`config.mk`:
```
export PLATFORM = sky130hd
export DESIGN_NAME = sync_dual_timer
export DESIGN_NICKNAME = d
export VERILOG_FILES = /design/src/rtl/sdt_pkg.sv /design/src/rtl/sdt_cap_detect.sv /design/src/rtl/sdt_channel.sv /design/src/rtl/sync_dual_timer.sv
export SDC_FILE = /design/constraint.sdc
export NUM_CORES = 1
export LEC_CHECK = 0
export BUFFER_PORTS_ARGS = -buffer_cell sky130_fd_sc_hd__clkbuf_2
export CAP_MARGIN = 10
export CORE_MARGIN = 2
export CORE_UTILIZATION = 43
export CTS_CLUSTER_SIZE = 12
export DETAILED_ROUTE_END_ITERATION = 10
export GPL_TIMING_DRIVEN = 0
export PLACE_DENSITY = 0.68
export RECOVER_POWER = 25
export SLEW_MARGIN = 30
export SYNTH_ARGS = -nofsm -noshare
export SYNTH_HDL_FRONTEND = slang
export SYNTH_SLANG_ARGS = --single-unit
```
`constraint.sdc`:
```
create_clock -name clk_i -period 2 [get_ports clk_i]
set_input_delay 0.3 -clock clk_i [delete_from_list [all_inputs] [get_ports clk_i]]
set_output_delay 0.3 -clock clk_i [all_outputs]
set_load 0.005 [all_outputs]
```
`src/rtl/sdt_pkg.sv`:
```
package sdt_pkg;
  localparam int CNT_W = 16;
  localparam int ADDR_W = 3;

  localparam logic [ADDR_W-1:0] ADDR_MODE  = 3'd0;
  localparam logic [ADDR_W-1:0] ADDR_CTRL0 = 3'd1;
  localparam logic [ADDR_W-1:0] ADDR_CNT0  = 3'd3;

  localparam logic [2:0] CLR_NONE = 3'b000;
  localparam logic [2:0] CLR_OWN  = 3'b001;
  localparam logic [2:0] CLR_PEER = 3'b011;
  localparam logic [2:0] IO_CAPTURE = 3'b100;

  typedef enum logic [1:0] {
    EDGE_RISE = 2'b00,
    EDGE_FALL = 2'b01,
    EDGE_BOTH = 2'b10,
    EDGE_OFF  = 2'b11
  } edge_sel_e;

  typedef struct packed {
    edge_sel_e  edge_sel;
    logic [2:0] io_ctl;
    logic [2:0] clr_src;
  } ctrl_t;
endpackage

```
`src/rtl/sdt_cap_detect.sv`:
```
module sdt_cap_detect
  import sdt_pkg::*;
(
  input  logic       clk_i,
  input  logic       rst_ni,
  input  logic       pin_i,
  input  edge_sel_e  edge_sel_i,
  input  logic [2:0] io_ctl_i,
  output logic       evt_o
);
  logic s1_q, s2_q, s3_q;
  logic rise, fall, hit;

  always_ff @(posedge clk_i or negedge rst_ni) begin
    if (!rst_ni) begin
      s1_q <= 1'b0;
      s2_q <= 1'b0;
      s3_q <= 1'b0;
    end else begin
      s1_q <= pin_i;
      s2_q <= s1_q;
      s3_q <= s2_q;
    end
  end

  assign rise = s2_q & ~s3_q;
  assign fall = ~s2_q & s3_q;

  always_comb begin
    unique case (edge_sel_i)
      EDGE_RISE: hit = rise;
      EDGE_FALL: hit = fall;
      EDGE_BOTH: hit = rise | fall;
      default:   hit = 1'b0;
    endcase
  end

  assign evt_o = hit && (io_ctl_i == IO_CAPTURE);

  AST_NO_EVT_OFF: assert property (@(posedge clk_i) disable iff (!rst_ni)
    (edge_sel_i == EDGE_OFF) |-> !evt_o);
endmodule

```
`src/rtl/sdt_channel.sv`:
```
module sdt_channel #(
  parameter int CNT_W = 16
) (
  input  logic             clk_i,
  input  logic             rst_ni,
  input  logic             cnt_en_i,
  input  logic             wr_i,
  input  logic [CNT_W-1:0] wr_data_i,
  input  logic             clr_i,
  input  logic             cap_evt_i,
  output logic [CNT_W-1:0] cnt_o,
  output logic [CNT_W-1:0] cap_o
);
  localparam logic [CNT_W-1:0] ONE = CNT_W'(1);

  logic [CNT_W-1:0] cnt_q, cap_q;

  always_ff @(posedge clk_i or negedge rst_ni) begin
    if (!rst_ni)       cnt_q <= '0;
    else if (wr_i)     cnt_q <= wr_data_i;
    else if (clr_i)    cnt_q <= '0;
    else if (cnt_en_i) cnt_q <= cnt_q + ONE;
  end

  always_ff @(posedge clk_i or negedge rst_ni) begin
    if (!rst_ni)        cap_q <= '0;
    else if (cap_evt_i) cap_q <= cnt_q;
  end

  assign cnt_o = cnt_q;
  assign cap_o = cap_q;

  AST_WRITE_WINS: assert property (@(posedge clk_i) disable iff (!rst_ni)
    wr_i |=> cnt_q == $past(wr_data_i));
  AST_CLEAR_ZERO: assert property (@(posedge clk_i) disable iff (!rst_ni)
    (clr_i && !wr_i) |=> cnt_q == '0);
  AST_WRAP: assert property (@(posedge clk_i) disable iff (!rst_ni)
    (cnt_q == '1 && cnt_en_i && !wr_i && !clr_i) |=> cnt_q == '0);
  AST_CAP_VALUE: assert property (@(posedge clk_i) disable iff (!rst_ni)
    cap_evt_i |=> cap_q == $past(cnt_q));
  AST_HOLD_IDLE: assert property (@(posedge clk_i) disable iff (!rst_ni)
    (!cnt_en_i && !wr_i && !clr_i) |=> $stable(cnt_q));
endmodule

```
`src/rtl/sync_dual_timer.sv`:
```
module sync_dual_timer
  import sdt_pkg::*;
#(
  parameter int W  = CNT_W,
  parameter int AW = ADDR_W
) (
  input  logic          clk_i,
  input  logic          rst_ni,
  input  logic          cnt_en_i,
  input  logic          wr_en_i,
  input  logic [AW-1:0] wr_addr_i,
  input  logic [W-1:0]  wr_data_i,
  input  logic [1:0]    cap_pin_i,
  output logic [W-1:0]  cnt0_o,
  output logic [W-1:0]  cnt1_o,
  output logic [W-1:0]  cap0_o,
  output logic [W-1:0]  cap1_o
);
  localparam int NCH = 2;
  localparam int CTRL_W = $bits(ctrl_t);

  logic           sync_q;
  ctrl_t          ctrl_q   [NCH];
  logic [NCH-1:0] evt, own_clr, peer_clr, wr_cnt;
  logic [W-1:0]   cnt      [NCH];
  logic [W-1:0]   cap      [NCH];

  always_ff @(posedge clk_i or negedge rst_ni) begin
    if (!rst_ni) sync_q <= 1'b0;
    else if (wr_en_i && wr_addr_i == AW'(ADDR_MODE)) sync_q <= wr_data_i[0];
  end

  for (genvar i = 0; i < NCH; i++) begin : g_ch
    localparam int J = NCH - 1 - i;

    always_ff @(posedge clk_i or negedge rst_ni) begin
      if (!rst_ni) ctrl_q[i] <= '0;
      else if (wr_en_i && wr_addr_i == AW'(ADDR_CTRL0 + i))
        ctrl_q[i] <= ctrl_t'(wr_data_i[CTRL_W-1:0]);
    end

    sdt_cap_detect u_det (
      .clk_i      (clk_i),
      .rst_ni     (rst_ni),
      .pin_i      (cap_pin_i[i]),
      .edge_sel_i (ctrl_q[i].edge_sel),
      .io_ctl_i   (ctrl_q[i].io_ctl),
      .evt_o      (evt[i])
    );

    assign own_clr[i] = evt[i] && (ctrl_q[i].clr_src == CLR_OWN);
    // follow only the partner's own clear: one level, no loop
    assign peer_clr[i] = sync_q && (ctrl_q[i].clr_src == CLR_PEER) && own_clr[J];
    assign wr_cnt[i] = wr_en_i && ((wr_addr_i == AW'(ADDR_CNT0 + i)) ||
                                   (sync_q && wr_addr_i == AW'(ADDR_CNT0 + J)));

    sdt_channel #(.CNT_W(W)) u_ch (
      .clk_i     (clk_i),
      .rst_ni    (rst_ni),
      .cnt_en_i  (cnt_en_i),
      .wr_i      (wr_cnt[i]),
      .wr_data_i (wr_data_i),
      .clr_i     (own_clr[i] | peer_clr[i]),
      .cap_evt_i (evt[i]),
      .cnt_o     (cnt[i]),
      .cap_o     (cap[i])
    );

    AST_CAP_IGNORED: assert property (@(posedge clk_i) disable iff (!rst_ni)
      (ctrl_q[i].io_ctl != IO_CAPTURE) |=> $stable(cap[i]));
    AST_PEER_FOLLOW: assert property (@(posedge clk_i) disable iff (!rst_ni)
      (sync_q && ctrl_q[i].clr_src == CLR_PEER && own_clr[J] && !wr_cnt[i])
      |=> cnt[i] == '0);
  end

  assign cnt0_o = cnt[0];
  assign cnt1_o = cnt[1];
  assign cap0_o = cap[0];
  assign cap1_o = cap[1];

  AST_SYNC_PRESET: assert property (@(posedge clk_i) disable iff (!rst_ni)
    (sync_q && wr_en_i && (wr_addr_i == AW'(ADDR_CNT0) || wr_addr_i == AW'(ADDR_CNT0 + 1)))
    |=> cnt[0] == cnt[1]);
  AST_NO_LOOP: assert property (@(posedge clk_i) disable iff (!rst_ni)
    (ctrl_q[0].clr_src == CLR_PEER && ctrl_q[1].clr_src == CLR_PEER)
    |-> (own_clr == 2'b00));
endmodule

```
# Word level (Yosys, flattened, before mapping)
# Index checks and enable logic that the tools add are counted.
# totals
regBits,87
latch_bits,0
ramBits,0
romBits,0
in_bits,25
output_inout_bits,64
mem_count,0
# classes
addsub,2
n_mul,0
n_div,0
n_lt_le_gt_ge,0
n_eq_ne,14
n_shift,0
muxes,8
n_bitwise,12
reduce_logical,22
# ops
operator,n
$mux W16,6
$add A16 B1 Y16 const B,2
$logic_and A1 B1 Y1,15
$eq A3 B2 Y1 const B,4
$eq A3 B1 Y1 const B,3
$eq A3 B3 Y1 const B,3
$pmux W1 S3,2
$reduce_bool A3 Y1,2
$and A1 B1 Y1,4
$eq A2 B1 Y1 const B,2
$eq A2 B2 Y1 const B,2
$logic_not A2 Y1,2
$not A1 Y1,4
$or A1 B1 Y1,4
$logic_not A3 Y1,1
$logic_or A1 B1 Y1,2

# Longest topological paths before layout
# logic_depth
word_depth,10
depth_mapped,9

# Cells and area by module
# Synthesis repeated with hierarchy kept, for this count alone.
# unflattened
cells_unflattened,358
hier_area_um2,4240.3
# modules_own_cells
mod,instances,cells_each,area_each_um2
sdt_channel,2,143,1564.0
sync_dual_timer,1,50,829.5
sdt_cap_detect,2,11,141.4

# Worst setup path before layout
# Ideal clock, no wire load.
# synth_path
path_kind,register to register
start,register g_ch[0].u_det.s2_q
end,register g_ch[0].u_ch.cap_q[10]
t_arrival_ns,1.925
required_ns,1.875
slack_ns,-0.050
path_stages_with_launch,9
period_less_slack_ns,2.050
cell_sequence,dfrtp_1 > inv_1 > ha_1 > nand2b_1 > a2111oi_1 > and2_1 > buf_2 > buf_4 > mux2_2
# synth_between
elab_chain_len,5
# synth_rtl
item,line,source
"start, declared",sdt_cap_detect.sv:11,"logic s1_q, s2_q, s3_q;"
"start signal, assigned",sdt_cap_detect.sv:21,s2_q <= s1_q;
$not A1 Y1,sdt_cap_detect.sv:27,assign fall = ~s2_q & s3_q;
$and A1 B1 Y1,sdt_cap_detect.sv:27,
$or A1 B1 Y1,sdt_cap_detect.sv:33,EDGE_BOTH: hit = rise | fall;
$pmux W1 S3 *,sdt_cap_detect.sv:30,unique case (edge_sel_i)
$logic_and A1 B1 Y1 *,sdt_cap_detect.sv:38,assign evt_o = hit && (io_ctl_i == IO_CAPTURE);
"end signal, assigned",sdt_channel.sv:27,else if (cap_evt_i) cap_q <= cnt_q;
"end, declared",sdt_channel.sv:16,"logic [CNT_W-1:0] cnt_q, cap_q;"
# Mark *: on every way between the ends. The rest lies on a longest branch, timed or not.
# A chain may end at the register's enable or synchronous reset.

# Worst setup path in the final report
# layout_path
start,register g_ch[1].u_det.s2_q
end,register g_ch[1].u_ch.cnt_q[11]
# layout_between
elab_chain_len,9
# layout_rtl
item,line,source
"start, declared",sdt_cap_detect.sv:11,
"start signal, assigned",sdt_cap_detect.sv:21,
$not A1 Y1,sdt_cap_detect.sv:27,
$and A1 B1 Y1,sdt_cap_detect.sv:27,
$or A1 B1 Y1,sdt_cap_detect.sv:33,
$pmux W1 S3 *,sdt_cap_detect.sv:30,
$logic_and A1 B1 Y1 *,sdt_cap_detect.sv:38,
$logic_and A1 B1 Y1 *,sync_dual_timer.sv:51,assign own_clr[i] = evt[i] && (ctrl_q[i].clr_src == CLR_OWN);
$or A1 B1 Y1 *,sync_dual_timer.sv:63,".clr_i (own_clr[i] | peer_clr[i]),"
$mux W16,sdt_channel.sv:21,else if (clr_i) cnt_q <= '0;
$mux W16,sdt_channel.sv:20,else if (wr_i) cnt_q <= wr_data_i;
"end signal, assigned",sdt_channel.sv:20,
"end signal, assigned",sdt_channel.sv:22,else if (cnt_en_i) cnt_q <= cnt_q + ONE;
"end, declared",sdt_channel.sv:16,
# Marks and branches as above.

==> impl_metrics.json <==
{
  "status": "finished, violations left",
  "violations": "setup timing",
  "grt_pass1_wl_mm": 17.83,
  "rsz0062_at_grt": "yes",
  "relative_area_change_from_synthesis_to_final_layout_pct": 28.58,
  "cts_tree": "built",
  "multiplexer_fraction_of_the_synthesized_cell_area_pct": 12.90,
  "postLayoutCellArea_um2": 5488,
  "globalRoute.totalOverflow": 0,
  "dieWidth_um": 103.6,
  "holdCritPathClass": "input pin to flop",
  "finalWorstPathRequiredPeriod_ps": 2108,
  "synth-simple-area-share_pct": 15.22,
  "route.top_layer_used": "met4",
  "worst-endpoint-arrival_ps": 2350,
  "antenna_cells": 0,
  "vias_in_the_first_global_route": 3383,
  "met2_wirelength_mm": 5.489,
  "fin_worst_skew_ps": 11.33,
  "timing.critical_path.cells": "buf_6 -> ha_4 -> or2_4 -> a21o_1 -> and2_4 -> a211o_4 -> buf_8 -> a21oi_2 -> a21oi_1",
  "startpoint_class_of_the_critical_path": "flop",
  "drtIter0Drc": 249,
  "critical_path.n_buffers_inverters": 2,
  "mappedNetlistNets": 423,
  "min_delay_path_depth": 1,
  "route.final.wire_length_mm": 11.24,
  "power.ir.vdd_worst_mv": 0.6000,
  "internal_reg_to_reg_setup_slack_ps": -110,
  "area_fraction_of_the_dominant_cell_type_after_synthesis_pct": 51.01,
  "detailedRoute.firstPassIterationCount": 5,
  "total_leakage_power_nw": 2.574,
  "worstReg2RegEnd": "g_ch[1].u_ch.cnt_o[11]",
  "m1WireLength_mm": 4.970,
  "fp.coreArea_um2": 9684,
  "final_net_count": 531,
  "worstPathRequired_ps": 2240,
  "synth-compound-area-share_pct": 14.89,
  "synth_async_sr_flop_share_pct": 100.0,
  "dieArea_um2": 10740,
  "ys_warns": 0,
  "ff_latch_count_synth": 87,
  "die_y_um": 103.6,
  "path_max_fanout": 5,
  "synth.cell_area_um2": 4268,
  "hold-path-endpoint": "g_ch[1].u_det.s1_q",
  "avgViaCountPerCell": 5.610,
  "seq_area_um2": 2177,
  "initial_antenna_violation_count": 0,
  "ios": 89,
  "vias": 3579,
  "grt_start_max_net_pins": 63,
  "yosys.cell_types.count": 50,
  "postLayoutSetupSlackWorst_ps": -107.6,
  "cpLargestDelayFamily": "compound AO/OA/AOI/OAI gates",
  "end_kind": "flop",
  "synth_area_leader": "sky130_fd_sc_hd__dfrtp_1",
  "clock_latency_ps": 370,
  "h-tree-depth": 3,
  "hpwl_detailed_mm": 7.712,
  "dpl-instance-area_um2": 4911,
  "layout.cells.most_common": "sky130_fd_sc_hd__dfrtp_1",
  "fmax_mhz": 474.5,
  "fill_cells": 813,
  "met3_routed_wl_um": 623,
  "io_buf_count": 87,
  "remaining_drcs": 0,
  "cts-buffers-inserted": 9,
  "synth_seq_area_share_pct": 51.01,
  "root_buffer": "sky130_fd_sc_hd__clkbuf_8",
  "drv_slew": 0,
  "multiInputGateArea_um2": 2201,
  "synth_fa_ha_area_share_pct": 1.759,
  "synth-edff-count": 0,
  "max_cap_violations": 0,
  "worst-r2r-cell-count": 9,
  "timing_worst_setup_path_type": "flop to flop",
  "relSlewSlack_pct": 0.6854,
  "post_layout_nonfiller_instances": 638,
  "post_drt_wl_per_cell_um": 17.61,
  "timing.hold.ws_ps": 28.15,
  "setup_viol": 23,
  "synth_top_cells_by_area": "sky130_fd_sc_hd__dfrtp_1 (51%), sky130_fd_sc_hd__mux2_2 (13%), sky130_fd_sc_hd__nand2_1 (4.7%)",
  "final_estimated_routing_congestion_in_global_placement": 0.8877,
  "fp-row-count": 36,
  "tightest_slew_ps": 1490,
  "slowest_delay_ps": 410,
  "clock_tree.buffer_depth": 2,
  "hold_start": "cap_pin_i[1]",
  "post_route_cells_drive_above_1_share_pct": 42.57,
  "placedCellCount": 613,
  "initial_utilization_pct": 44.07,
  "gate_count_post_synth": 392,
  "post_synth_xor_area_fraction_pct": 1.642,
  "main_combinational_cell_family_by_area_after_synthesis": "simple AND/OR/NAND/NOR gates",
  "synth_ff_type": "sky130_fd_sc_hd__dfrtp_1",
  "layout.cells.most_common_list": "sky130_fd_sc_hd__dfrtp_1 (87), sky130_fd_sc_hd__clkbuf_2 (86), sky130_fd_sc_hd__nand2_1 (53)",
  "min_period_over_period_pct": 105.4,
  "finish.utilization_pct": 56.67,
  "global_route.usage.total_pct": 20.71,
  "reg2reg_from": "g_ch[1].u_det.s2_q",
  "clkTransAtPathRegs_ps": 90,
  "synth.avg_cell_area_um2": 10.89,
  "power_density_over_the_cells_nw_per_um2": 1128,
  "finalHoldViolCount": 0,
  "cts_sinks": 87,
  "ant_nets": 0,
  "timing.critical_path.slowest_stage_cell": "sky130_fd_sc_hd__dfrtp_1"
}
[routing by layer]
| metal | track usage (%) | up-vias |
|---|---|---|
| li1 | - | 1641 |
| met1 | 28.69 | 1783 |
| met2 | 33.35 | 139 |
| met3 | 3.713 | 16 |
| met4 | 6.274 | 0 |
| met5 | 0 | - |
[cell families after synthesis]
logic type / after synthesis
XOR/XNOR: 8
flip-flops: 87
AO/OA/AOI/OAI: 89
adder cells (fa/ha/maj): 6
buffers and inverters: 24
multiplexers: 49
AND/OR/NAND/NOR: 129
[layout make-up]
type                            count  share of cell area (%)
Multi-Input combinational cell    281                   40.10
Sequential cell                    87                   39.67
Timing Repair Buffer               99                   10.60
Tap cell                          133                   3.032
Clock buffer                       12                   2.827
Buffer                             14                   1.824
Clock inverter                      4                   1.391
Inverter                            8                  0.5472
[stage by stage]
stage / setup slack, ps / total power, mW / setup TNS (ps)
5_1_grt: -151.0 / 6.548 / -5381
3_3_place_gp: -360.2 / 4.528 / -37140
2_1_floorplan: 18.64 / 3.723 / 0
4_1_cts: -80.75 / 6.115 / -955.1
3_5_place_dp: -269.8 / 4.600 / -7380
6_report: -107.6 / 6.189 / -1387
[flip-flops by register name, summed over array words and instances (netlist names)]
signal / count
ctrl_q: 16
g_ch.u_ch.cap_o: 32
g_ch.u_ch.cnt_o: 32
g_ch.u_det.s1_q: 2
g_ch.u_det.s2_q: 2
g_ch.u_det.s3_q: 2
sync_q: 1
[Yosys cell counts, drive strengths merged, types with 5 or more instances]
| master | count |
|---|---|
| nor3b | 5 |
| inv | 8 |
| mux2 | 48 |
| a21oi | 28 |
| nand2 | 55 |
| clkbuf | 6 |
| xnor2 | 5 |
| a22oi | 12 |
| nand3 | 26 |
| and2 | 5 |
| nand4 | 5 |
| nor2 | 13 |
| ha | 6 |
| a2bb2oi | 6 |
| o21ai | 13 |
| and3 | 5 |
| buf | 10 |
| a22o | 6 |
| dfrtp | 87 |
[worst max path at each step]
| stage | start | endpoint | cells past startpoint | slack, ps |
|---|---|---|---|---|
| CTS | g_ch[1].u_det.s2_q | g_ch[0].u_ch.cnt_o[13] | 9 | -80 |
| detailed placement | g_ch[0].u_det.s2_q | g_ch[0].u_ch.cap_o[13] | 8 | -270 |
| floorplan | g_ch[0].u_det.s3_q | g_ch[1].u_ch.cnt_o[11] | 9 | 20 |
| finish | g_ch[1].u_det.s2_q | g_ch[1].u_ch.cnt_o[11] | 9 | -110 |
| global placement | rst_ni | g_ch[1].u_ch.cap_o[10] | 1 | -360 |
| global route | g_ch[1].u_det.s2_q | g_ch[1].u_ch.cnt_o[11] | 9 | -150 |
[what timing repair did]
item                       CTS  global route
hold buffers                 1             0
hold endpoints to repair    25             0
cloned                       2             1
resized for setup           38            32
pin swaps                   13            13
buffers inserted             6             2
setup endpoints to repair   46            58
[power by group]
part	internal [mW]	total, mW	leakage, nW	switching [mW]
Combinational	1.03	1.81	1.36	0.776
Clock	0.777	1.44	0.113	0.658
Sequential	2.33	2.95	1.10	0.613
Power figures use the tool's default switching activity.
